`src/rtl/mls_pkg.sv`:
```
package mls_pkg;

   // direction of a lane instance: feedback taken from output or from input bits
   typedef enum logic {
      DIR_TX = 1'b0,
      DIR_RX = 1'b1
   } scr_dir_e;

   localparam int unsigned POLY_TAP_NEAR = 39;
   localparam int unsigned POLY_TAP_FAR  = 58;
   localparam int unsigned STRIDE_BLOCKS = 8191;
   localparam int unsigned PAYLOAD_BITS  = 64;
   localparam int unsigned SYNC_BITS     = 2;

endpackage

```
`src/rtl/mls_seed_gen.sv`:
```
module mls_seed_gen #(
   parameter int unsigned LANES     = 4,
   parameter int unsigned STATE_W   = mls_pkg::POLY_TAP_FAR,
   parameter int unsigned TAP_NEAR  = mls_pkg::POLY_TAP_NEAR,
   parameter int unsigned STRIDE    = mls_pkg::STRIDE_BLOCKS,
   parameter int unsigned STEP_BITS = 66
) (
   input  logic                              clk_i,
   input  logic                              rst_ni,
   output logic [LANES-1:0][STATE_W-1:0]     seeds_o,
   output logic                              done_o
);

   localparam int unsigned CNT_W = $clog2(STRIDE + 1);
   localparam int unsigned IDX_W = (LANES > 2) ? $clog2(LANES) : 1;

   if (LANES < 2) begin : g_bad_lanes
      $error("mls_seed_gen needs at least two lanes");
   end
   if (TAP_NEAR >= STATE_W) begin : g_bad_taps
      $error("near tap must be below the state width");
   end
   if (STRIDE < 1 || STEP_BITS < 1) begin : g_bad_stride
      $error("stride and step size must be positive");
   end

   logic [STATE_W-1:0]              walk_q;
   logic [STATE_W-1:0]              walk_nx;
   logic [STATE_W-1:0]              walk_tmp;
   logic [CNT_W-1:0]                cnt_q;
   logic [IDX_W-1:0]                idx_q;
   logic                            done_q;
   logic [LANES-1:0][STATE_W-1:0]   seed_q;

   // one block worth of zero-input steps per clock
   always_comb begin
      walk_tmp = walk_q;
      for (int b = 0; b < int'(STEP_BITS); b++) begin
         walk_tmp = {walk_tmp[STATE_W-2:0], walk_tmp[TAP_NEAR-1] ^ walk_tmp[STATE_W-1]};
      end
      walk_nx = walk_tmp;
   end

   always_ff @(posedge clk_i or negedge rst_ni) begin
      if (!rst_ni) begin
         walk_q <= '1;
         cnt_q  <= '0;
         idx_q  <= IDX_W'(1);
         done_q <= 1'b0;
         seed_q <= '1;
      end else if (!done_q) begin
         walk_q <= walk_nx;
         if (cnt_q == CNT_W'(STRIDE - 1)) begin
            cnt_q         <= '0;
            seed_q[idx_q] <= walk_nx;
            idx_q         <= idx_q + IDX_W'(1);
            if (idx_q == IDX_W'(LANES - 1)) begin
               done_q <= 1'b1;
            end
         end else begin
            cnt_q <= cnt_q + CNT_W'(1);
         end
      end
   end

   assign seeds_o = seed_q;
   assign done_o  = done_q;


   done_hold_chk: assert property (@(posedge clk_i) disable iff (!rst_ni)
      done_q |=> done_q);


   walk_frozen_chk: assert property (@(posedge clk_i) disable iff (!rst_ni)
      done_q |=> $stable(walk_q));

endmodule

```
`src/rtl/mls_lane.sv`:
```
module mls_lane #(
   parameter mls_pkg::scr_dir_e DIR     = mls_pkg::DIR_TX,
   parameter int unsigned       DATA_W  = mls_pkg::PAYLOAD_BITS,
   parameter int unsigned       HDR_W   = mls_pkg::SYNC_BITS,
   parameter int unsigned       TAP_A   = mls_pkg::POLY_TAP_NEAR,
   parameter int unsigned       TAP_B   = mls_pkg::POLY_TAP_FAR
) (
   input  logic              clk_i,
   input  logic              rst_ni,
   input  logic              run_i,
   input  logic [TAP_B-1:0]  seed_i,
   input  logic              valid_i,
   input  logic              mark_i,
   input  logic [HDR_W-1:0]  hdr_i,
   input  logic [DATA_W-1:0] data_i,
   output logic              valid_o,
   output logic [HDR_W-1:0]  hdr_o,
   output logic [DATA_W-1:0] data_o
);

   if (TAP_A == 0 || TAP_A >= TAP_B) begin : g_bad_taps
      $error("mls_lane taps must satisfy 0 < TAP_A < TAP_B");
   end
   if (DATA_W < 1 || HDR_W < 1) begin : g_bad_width
      $error("mls_lane widths must be positive");
   end

   logic [TAP_B-1:0]  hist_q;
   logic [TAP_B-1:0]  hist_nx;
   logic [TAP_B-1:0]  hist_tmp;
   logic [DATA_W-1:0] mix;
   logic              take;

   assign take = valid_i & run_i;

   // history bit k holds the line bit sent k+1 bit times ago
   if (DIR == mls_pkg::DIR_RX) begin : g_rx
      always_comb begin
         hist_tmp = hist_q;
         mix      = '0;
         for (int i = 0; i < int'(DATA_W); i++) begin
            mix[i]   = data_i[i] ^ hist_tmp[TAP_A-1] ^ hist_tmp[TAP_B-1];
            hist_tmp = {hist_tmp[TAP_B-2:0], data_i[i]};
         end
         hist_nx = hist_tmp;
      end
   end else begin : g_tx
      always_comb begin
         hist_tmp = hist_q;
         mix      = '0;
         for (int i = 0; i < int'(DATA_W); i++) begin
            mix[i]   = data_i[i] ^ hist_tmp[TAP_A-1] ^ hist_tmp[TAP_B-1];
            hist_tmp = {hist_tmp[TAP_B-2:0], mix[i]};
         end
         hist_nx = hist_tmp;
      end
   end

   always_ff @(posedge clk_i or negedge rst_ni) begin
      if (!rst_ni) begin
         hist_q  <= '1;
         valid_o <= 1'b0;
         hdr_o   <= '0;
         data_o  <= '0;
      end else begin
         valid_o <= take;
         if (take) begin
            hdr_o  <= hdr_i;
            data_o <= mark_i ? data_i : mix;
         end
         if (!run_i) begin
            hist_q <= seed_i;
         end else if (take && !mark_i) begin
            hist_q <= hist_nx;
         end
      end
   end


   mark_pass_chk: assert property (@(posedge clk_i) disable iff (!rst_ni)
      (take && mark_i) |=> (data_o == $past(data_i) && hist_q == $past(hist_q)));


   hdr_pass_chk: assert property (@(posedge clk_i) disable iff (!rst_ni)
      take |=> (valid_o && hdr_o == $past(hdr_i)));


   idle_gate_chk: assert property (@(posedge clk_i) disable iff (!rst_ni)
      !run_i |=> !valid_o);


   hold_quiet_chk: assert property (@(posedge clk_i) disable iff (!rst_ni)
      (run_i && !valid_i) |=> (!valid_o && $stable(hist_q)));

endmodule

```
`src/rtl/mls_top.sv`:
```
module mls_top #(
   parameter int unsigned LANES  = 4,
   parameter int unsigned DATA_W = mls_pkg::PAYLOAD_BITS,
   parameter int unsigned HDR_W  = mls_pkg::SYNC_BITS,
   parameter int unsigned TAP_A  = mls_pkg::POLY_TAP_NEAR,
   parameter int unsigned TAP_B  = mls_pkg::POLY_TAP_FAR,
   parameter int unsigned STRIDE = mls_pkg::STRIDE_BLOCKS
) (
   input  logic                      clk_i,
   input  logic                      rst_ni,
   output logic                      seed_ready_o,
   input  logic [LANES-1:0]          tx_valid_i,
   input  logic [LANES-1:0]          tx_mark_i,
   input  logic [LANES*HDR_W-1:0]    tx_hdr_i,
   input  logic [LANES*DATA_W-1:0]   tx_data_i,
   output logic [LANES-1:0]          tx_valid_o,
   output logic [LANES*HDR_W-1:0]    tx_hdr_o,
   output logic [LANES*DATA_W-1:0]   tx_data_o,
   input  logic [LANES-1:0]          rx_valid_i,
   input  logic [LANES-1:0]          rx_mark_i,
   input  logic [LANES*HDR_W-1:0]    rx_hdr_i,
   input  logic [LANES*DATA_W-1:0]   rx_data_i,
   output logic [LANES-1:0]          rx_valid_o,
   output logic [LANES*HDR_W-1:0]    rx_hdr_o,
   output logic [LANES*DATA_W-1:0]   rx_data_o
);

   localparam int unsigned BLOCK_W = DATA_W + HDR_W;

   logic [LANES-1:0][TAP_B-1:0] seeds;
   logic                        seeds_done;
   logic                        run_q;

   mls_seed_gen #(
      .LANES     (LANES),
      .STATE_W   (TAP_B),
      .TAP_NEAR  (TAP_A),
      .STRIDE    (STRIDE),
      .STEP_BITS (BLOCK_W)
   ) i_seed_gen (
      .clk_i   (clk_i),
      .rst_ni  (rst_ni),
      .seeds_o (seeds),
      .done_o  (seeds_done)
   );

   always_ff @(posedge clk_i or negedge rst_ni) begin
      if (!rst_ni) begin
         run_q <= 1'b0;
      end else begin
         run_q <= seeds_done;
      end
   end

   assign seed_ready_o = run_q;

   for (genvar l = 0; l < int'(LANES); l++) begin : g_lane
      mls_lane #(
         .DIR    (mls_pkg::DIR_TX),
         .DATA_W (DATA_W),
         .HDR_W  (HDR_W),
         .TAP_A  (TAP_A),
         .TAP_B  (TAP_B)
      ) i_tx (
         .clk_i   (clk_i),
         .rst_ni  (rst_ni),
         .run_i   (run_q),
         .seed_i  (seeds[l]),
         .valid_i (tx_valid_i[l]),
         .mark_i  (tx_mark_i[l]),
         .hdr_i   (tx_hdr_i[l*HDR_W +: HDR_W]),
         .data_i  (tx_data_i[l*DATA_W +: DATA_W]),
         .valid_o (tx_valid_o[l]),
         .hdr_o   (tx_hdr_o[l*HDR_W +: HDR_W]),
         .data_o  (tx_data_o[l*DATA_W +: DATA_W])
      );

      mls_lane #(
         .DIR    (mls_pkg::DIR_RX),
         .DATA_W (DATA_W),
         .HDR_W  (HDR_W),
         .TAP_A  (TAP_A),
         .TAP_B  (TAP_B)
      ) i_rx (
         .clk_i   (clk_i),
         .rst_ni  (rst_ni),
         .run_i   (run_q),
         .seed_i  (seeds[l]),
         .valid_i (rx_valid_i[l]),
         .mark_i  (rx_mark_i[l]),
         .hdr_i   (rx_hdr_i[l*HDR_W +: HDR_W]),
         .data_i  (rx_data_i[l*DATA_W +: DATA_W]),
         .valid_o (rx_valid_o[l]),
         .hdr_o   (rx_hdr_o[l*HDR_W +: HDR_W]),
         .data_o  (rx_data_o[l*DATA_W +: DATA_W])
      );
   end


   ready_hold_chk: assert property (@(posedge clk_i) disable iff (!rst_ni)
      seed_ready_o |=> seed_ready_o);


   ready_after_seeds_chk: assert property (@(posedge clk_i) disable iff (!rst_ni)
      $rose(seed_ready_o) |-> $past(seeds_done));

endmodule

```
`config.mk`:
```
export PLATFORM = sky130hd
export DESIGN_NAME = mls_top
export DESIGN_NICKNAME = d
export VERILOG_FILES = /design/src/rtl/mls_pkg.sv /design/src/rtl/mls_seed_gen.sv /design/src/rtl/mls_lane.sv /design/src/rtl/mls_top.sv
export SDC_FILE = /design/constraint.sdc
export NUM_CORES = 2
export LEC_CHECK = 0
export ABC_AREA = 1
export ABC_CLOCK_PERIOD_IN_PS = 2600
export BUFFER_PORTS_ARGS = -buffer_cell sky130_fd_sc_hd__buf_2
export CORE_ASPECT_RATIO = 0.8
export CORE_MARGIN = 2
export CORE_UTILIZATION = 35
export CTS_BUF_LIST = sky130_fd_sc_hd__clkbuf_8
export CTS_CLUSTER_SIZE = 20
export DETAILED_ROUTE_END_ITERATION = 12
export GPL_TIMING_DRIVEN = 0
export MAX_ROUTING_LAYER = met4
export PLACE_DENSITY_LB_ADDON = 0.25
export SLEW_MARGIN = 20
export SYNTH_ARGS = -nofsm -noshare
export SYNTH_HDL_FRONTEND = slang
export SYNTH_SLANG_ARGS = --single-unit
```
`constraint.sdc`:
```
create_clock -name clk_i -period 2.6 [get_ports clk_i]
set_clock_uncertainty 0.2 [all_clocks]
set_input_delay 0.78 -clock clk_i [delete_from_list [all_inputs] [get_ports clk_i]]
set_output_delay 0.78 -clock clk_i [all_outputs]
set_load 0.02 [all_outputs]
```
After elaboration in Yosys (flattened, before gate mapping) --
Index checks and enable logic that the tools add are counted. Widths: inputs -> output; s select.
Cells by class: bitwise gates (word level) 1099, equal/unequal tests 10, reduce and logical (&&, ||, !) cells 18, multiplexer cells 31, $lt $le $gt $ge 2, add/sub/neg operators 2
Operators by type and width (count):
- $xor 1x1->1 | 1090
- $mux 58 | 17
- $mux 64 | 8
- $bwmux 232 | 1
- $demux 58 s2 | 1
- $ne 2x1->1 const B | 8
- $add 13x1->13 const B | 1
- $eq 13x13->1 const B | 1
- $mux 13 | 1
- $logic_and 1x1->1 | 9
- $and 1x1->1 | 8
- $logic_not 1->1 | 8
- $lt 2x3->1 const B | 1
- $mux 1 | 3
- $add 2x1->2 const B | 1
- $eq 2x2->1 const B | 1
- $ge 2x1->1 const B | 1
- $reduce_and 2->1 | 1
- $not 1->1 | 1
Word-level totals: word-level logic and storage cells 1203, output and inout bits 537, input port bits 546, flip-flop bits (word level) 1307

Logic depth before layout (Yosys ltp) --
depth after elaboration 6, mapped depth 10, mapped depth without buffers 10

Cells and area by module --
Synthesis repeated with hierarchy kept, for this count alone.
Second synthesis, totals: cell total of the unflattened synthesis 9761, area, all modules 72864.9 um^2
Modules (own cells, without submodules):
- mls_lane (g_lane[0].i_tx ...) | instances 4, cells an instance 956, area each 7437.1 um^2, seq. area each 3200.6 um^2
- mls_lane (g_lane[0].i_rx ...) | instances 4, cells an instance 1093, area each 7390.8 um^2, seq. area each 3200.6 um^2
- mls_seed_gen | instances 1, cells an instance 1564, area each 13528.0 um^2, seq. area each 8021.4 um^2
- mls_top | instances 1, cells an instance 1, area each 25.0 um^2, seq. area each 25.0 um^2

Worst setup path after synthesis --
Ideal clock, no wire load.
path type input to register, start point input rx_mark_i[1], end point register g_lane[1].i_rx.data_o[60], arrival time 1807 ps, slack 457 ps, buffers on the path 3, cell stages on the path 7, library setup time 135 ps, data required time 2265 ps, cells stage by stage clkbuf_1 buf_2 buf_1 a21oi_1 o21ai_0 xor2_1 o21ai_0
On the way: cells in the longest elaborated chain, start to end 1
Ends and longest elaborated chain:
- from (decl) | line mls_top.sv:20 | input logic [LANES-1:0] rx_mark_i,
- $mux 64 | line mls_lane.sv:69 | data_o <= mark_i ? data_i : mix;
- to (signal assigned) | line mls_lane.sv:69
- to (decl) | line mls_lane.sv:18 | output logic [DATA_W-1:0] data_o
No other way between the ends. A chain may end at the register's enable or synchronous reset.

Worst setup path after layout --
start point register g_lane[1].i_rx.data_o[52], end point output rx_data_o[116]
RTL lines:
- to (decl) | line mls_top.sv:25 | output logic [LANES*DATA_W-1:0] rx_data_o
No word-level cell between the ends.

==> flow_summary.json <==
{
  "status": "finished, violations left",
  "violations": "negative setup slack",
  "period_needed_ns": 2.63,
  "worst_slew_margin_rel": 0.191,
  "htree_num_levels": 4,
  "worst_ep_required_time_ns": 1.62,
  "clockRootBuffer": "clkbuf_8",
  "synthDistinctLibCells": 35,
  "cp.buffers_inverters": 1,
  "routed_wl_mm": 317,
  "design_area_um2": 85500,
  "cts_inserted_buffers": 226,
  "final_cell_mix": "nand2_1, buf_2, nand3_1",
  "cts.sinks": 1307,
  "seqPwrFrac": 0.460,
  "path_cells": "buf_6",
  "port_buffers": 1081,
  "p_switching_mw": 11.6,
  "crit_slowest_cell": "dfrtp_2",
  "setup_viol": 1,
  "drt_iter0_markers": 6541,
  "holdWs_ns": 0.0692,
  "cp_top_family": "flip-flops",
  "synth_warnings": 0,
  "vias": 63700,
  "finalWorstSetupSlack_ns": -0.0281,
  "cts_tree": "yes",
  "nNetsFinal": 9902,
  "yosys.area.top_type": "dfstp_2",
  "die_width_um": 482,
  "p_clk_frac": 0.463,
  "hold_violations": 0,
  "gp_congestion": 0.987,
  "vias_per_cell": 5.32,
  "critPathMaxFanout": 2,
  "first_pass_iters": 6,
  "powerDensity_nw_per_um2": 518,
  "pwr-share-comb": 0.077,
  "clk_latency_ns": 1.00,
  "cp.arrival_ns": 1.65,
  "initial_core_util": 0.352,
  "p_leak_nw": 39.8,
  "grt_pass1_vias": 60600,
  "critPathKind": "flip-flop to output port",
  "ios": 1083,
  "drive_gt1_frac": 0.269,
  "coreArea_um2": 182000,
  "fmax_mhz": 381,
  "synth_top_area_share": 0.310,
  "antenna_found_initial": 34,
  "critical-path-max-stage-delay_ns": 0.49,
  "grt_max_degree": 131,
  "drc_errors": 0,
  "syn_inst": 7419,
  "p_int_mw": 32.7,
  "seq_area_frac_synth": 0.526,
  "drv_cap": 0,
  "avgSynthCellArea_um2": 8.62,
  "hpwl_mm": 244,
  "ys.flop_type": "dfstp_2",
  "worstMarginPinSlew_ns": 1.21,
  "synth-async-reset-ratio": 1.00,
  "swShare": 0.262,
  "fin_crit_sh": 1.01,
  "die_area_um2": 186000,
  "drtAntennaViolNets": 0,
  "syn_nets": 7971,
  "rsz0062_at_grt": "true",
  "endpoint_kind": "output port",
  "final_common_cell": "nand2_1",
  "synth_edf_count": 0,
  "hold_class": "primary input to flip-flop",
  "syn_area_um2": 64000,
  "start_kind": "flip-flop",
  "synthTopCellsByArea": "dfstp_2, dfrtp_1, nand2_1",
  "dieHeight_um": 386,
  "grt_first_pass_wirelength_mm": 438,
  "drv_slew": 0,
  "peakVddDrop_uv": 507,
  "wl_per_cell_um": 26.5,
  "fp-row-count": 140,
  "synth_seq_cells": 1307,
  "path_clk_slew_ns": 0.06,
  "area_growth_pct": 33.7,
  "cts.path.max_buffers": 3,
  "dpl_cell_area_um2": 72900,
  "grtUsageTotal": 0.339,
  "grt_overflow": 0
}
## per-stage QoR
step | worst slack [ns] | setup TNS (ns) | utilization | instances | power (mW)
2_1_floorplan | 0.457 | 0 | - | 7419 | 21.7
3_3_place_gp | -29.54 | - | 0.398 | 10900 | 23.3
3_5_place_dp | -1.67 | -1248.77 | 0.401 | 10900 | 23.4
4_1_cts | -0.0904 | -2.16 | 0.469 | 12000 | 44.5
5_1_grt | -0.0594 | -0.912 | 0.470 | 12000 | 45.7
6_report | -0.0281 | -0.0281 | 0.470 | 12000 | 44.3
## synthesized netlist by cell type (5+ instances only)
cell type / number
o21ai_0: 685
buf_6: 20
buf_1: 29
xnor2_1: 302
nand3_1: 879
nor3_1: 5
o211ai_1: 53
o311ai_0: 53
ha_1: 6
buf_2: 77
a22oi_1: 142
a21oi_1: 259
or2_2: 28
buf_4: 10
nand2_1: 2308
xor2_1: 357
inv_1: 441
and2_1: 11
nor2_1: 28
dfstp_2: 755
dfrtp_1: 552
o21ai_1: 168
inv_2: 8
clkbuf_1: 220
## path summary, 6_finish.rpt
check | startpoint | end | slack [ns] | cells after the start
max | g_lane[1].i_rx.data_o[52]$_DFFE_PN0N_ | rx_data_o[116] | -0.03 | 1
min | rx_data_i[20] | g_lane[0].i_rx.hist_q[43]$_DFFE_PN1P_ | 0.07 | 3
max reg2reg | seed_ready_o$_DFF_PN0_ | g_lane[0].i_tx.hist_q[44]$_DFFE_PN1P_ | 0.01 | 8
min reg2reg | i_seed_gen.seeds_o[145]$_DFFE_PN1P_ | i_seed_gen.seeds_o[145]$_DFFE_PN1P_ | 0.27 | 2
max in group asynchronous | rst_ni | g_lane[1].i_tx.hist_q[26]$_DFFE_PN1P_ | 0.14 | 7
min in group asynchronous | rst_ni | g_lane[2].i_tx.hist_q[15]$_DFFE_PN1P_ | 0.08 | 5
## logic make-up (layout without fill, tap and decap cells)
logic type / Yosys count / in the layout / share of synthesized area
fa+ha+maj: 6 / 6 / 0.00117
flops: 1307 / 1307 / 0.526
buf+inv: 808 / 2939 / 0.0519
xor+xnor: 659 / 659 / 0.0903
compound gates: 1364 / 1364 / 0.118
other cells: 0 / 17 / 0
simple gates: 3275 / 3275 / 0.213
## cell type report
class,count,area (um2)
Fill cell,17600,96300
Sequential cell,1307,33700
Multi-Input combinational cell,5304,27300
Timing Repair Buffer,1712,13100
Clock buffer,299,4120
Tap cell,2414,3020
Buffer,347,1770
Inverter,452,1700
Clock inverter,129,762
Antenna cell,17,42.5
## what timing repair did
item / 4_1_cts / 5_1_grt
resized for setup: 527 / 94
endpoints found under the setup margin: 1305 / 415
buffers inserted: 56 / 6
cloned: 1 / 1
hold buffers: 547 / 0
pin swaps: 0 / 0
hold endpoints to repair: 884 / 0
## per-layer routing
metal,GRT usage,up-vias,share of wire
met2,0.509,3222,0.45
met4,0.117,0,0.040
met3,0.0612,595,0.084
met5,-,-,0
met1,0.459,31500,0.43
li1,-,28400,-
## flip-flops by register name, summed over array words and instances, names as in the netlist, 2 cells and up
name,flops
i_seed_gen.cnt_q,13
g_lane.i_rx.hist_q,232
g_lane.i_tx.valid_o,4
g_lane.i_tx.data_o,256
g_lane.i_rx.data_o,256
g_lane.i_rx.hdr_o,8
g_lane.i_tx.hist_q,232
i_seed_gen.idx_q,2
g_lane.i_rx.valid_o,4
i_seed_gen.walk_q,58
g_lane.i_tx.hdr_o,8
i_seed_gen.seeds_o,232
## tightest hold or removal path, stage by stage
cell	delay, ns
buf_2	0.11
inv_1	0.16
o311ai_0	0.16
## power groups by stage
stage                     sequential [mW]  combinational (mW)  clock (mW)
final                                20.4                3.41        20.5
after CTS                            20.4                3.35        20.8
after detailed placement             20.7                2.66           0
after global placement               20.7                2.59           0
after floorplan                      20.7               0.956           0
after global routing                 20.4                3.65        21.7
No activity file was read; power rests on OpenSTA's default activity.
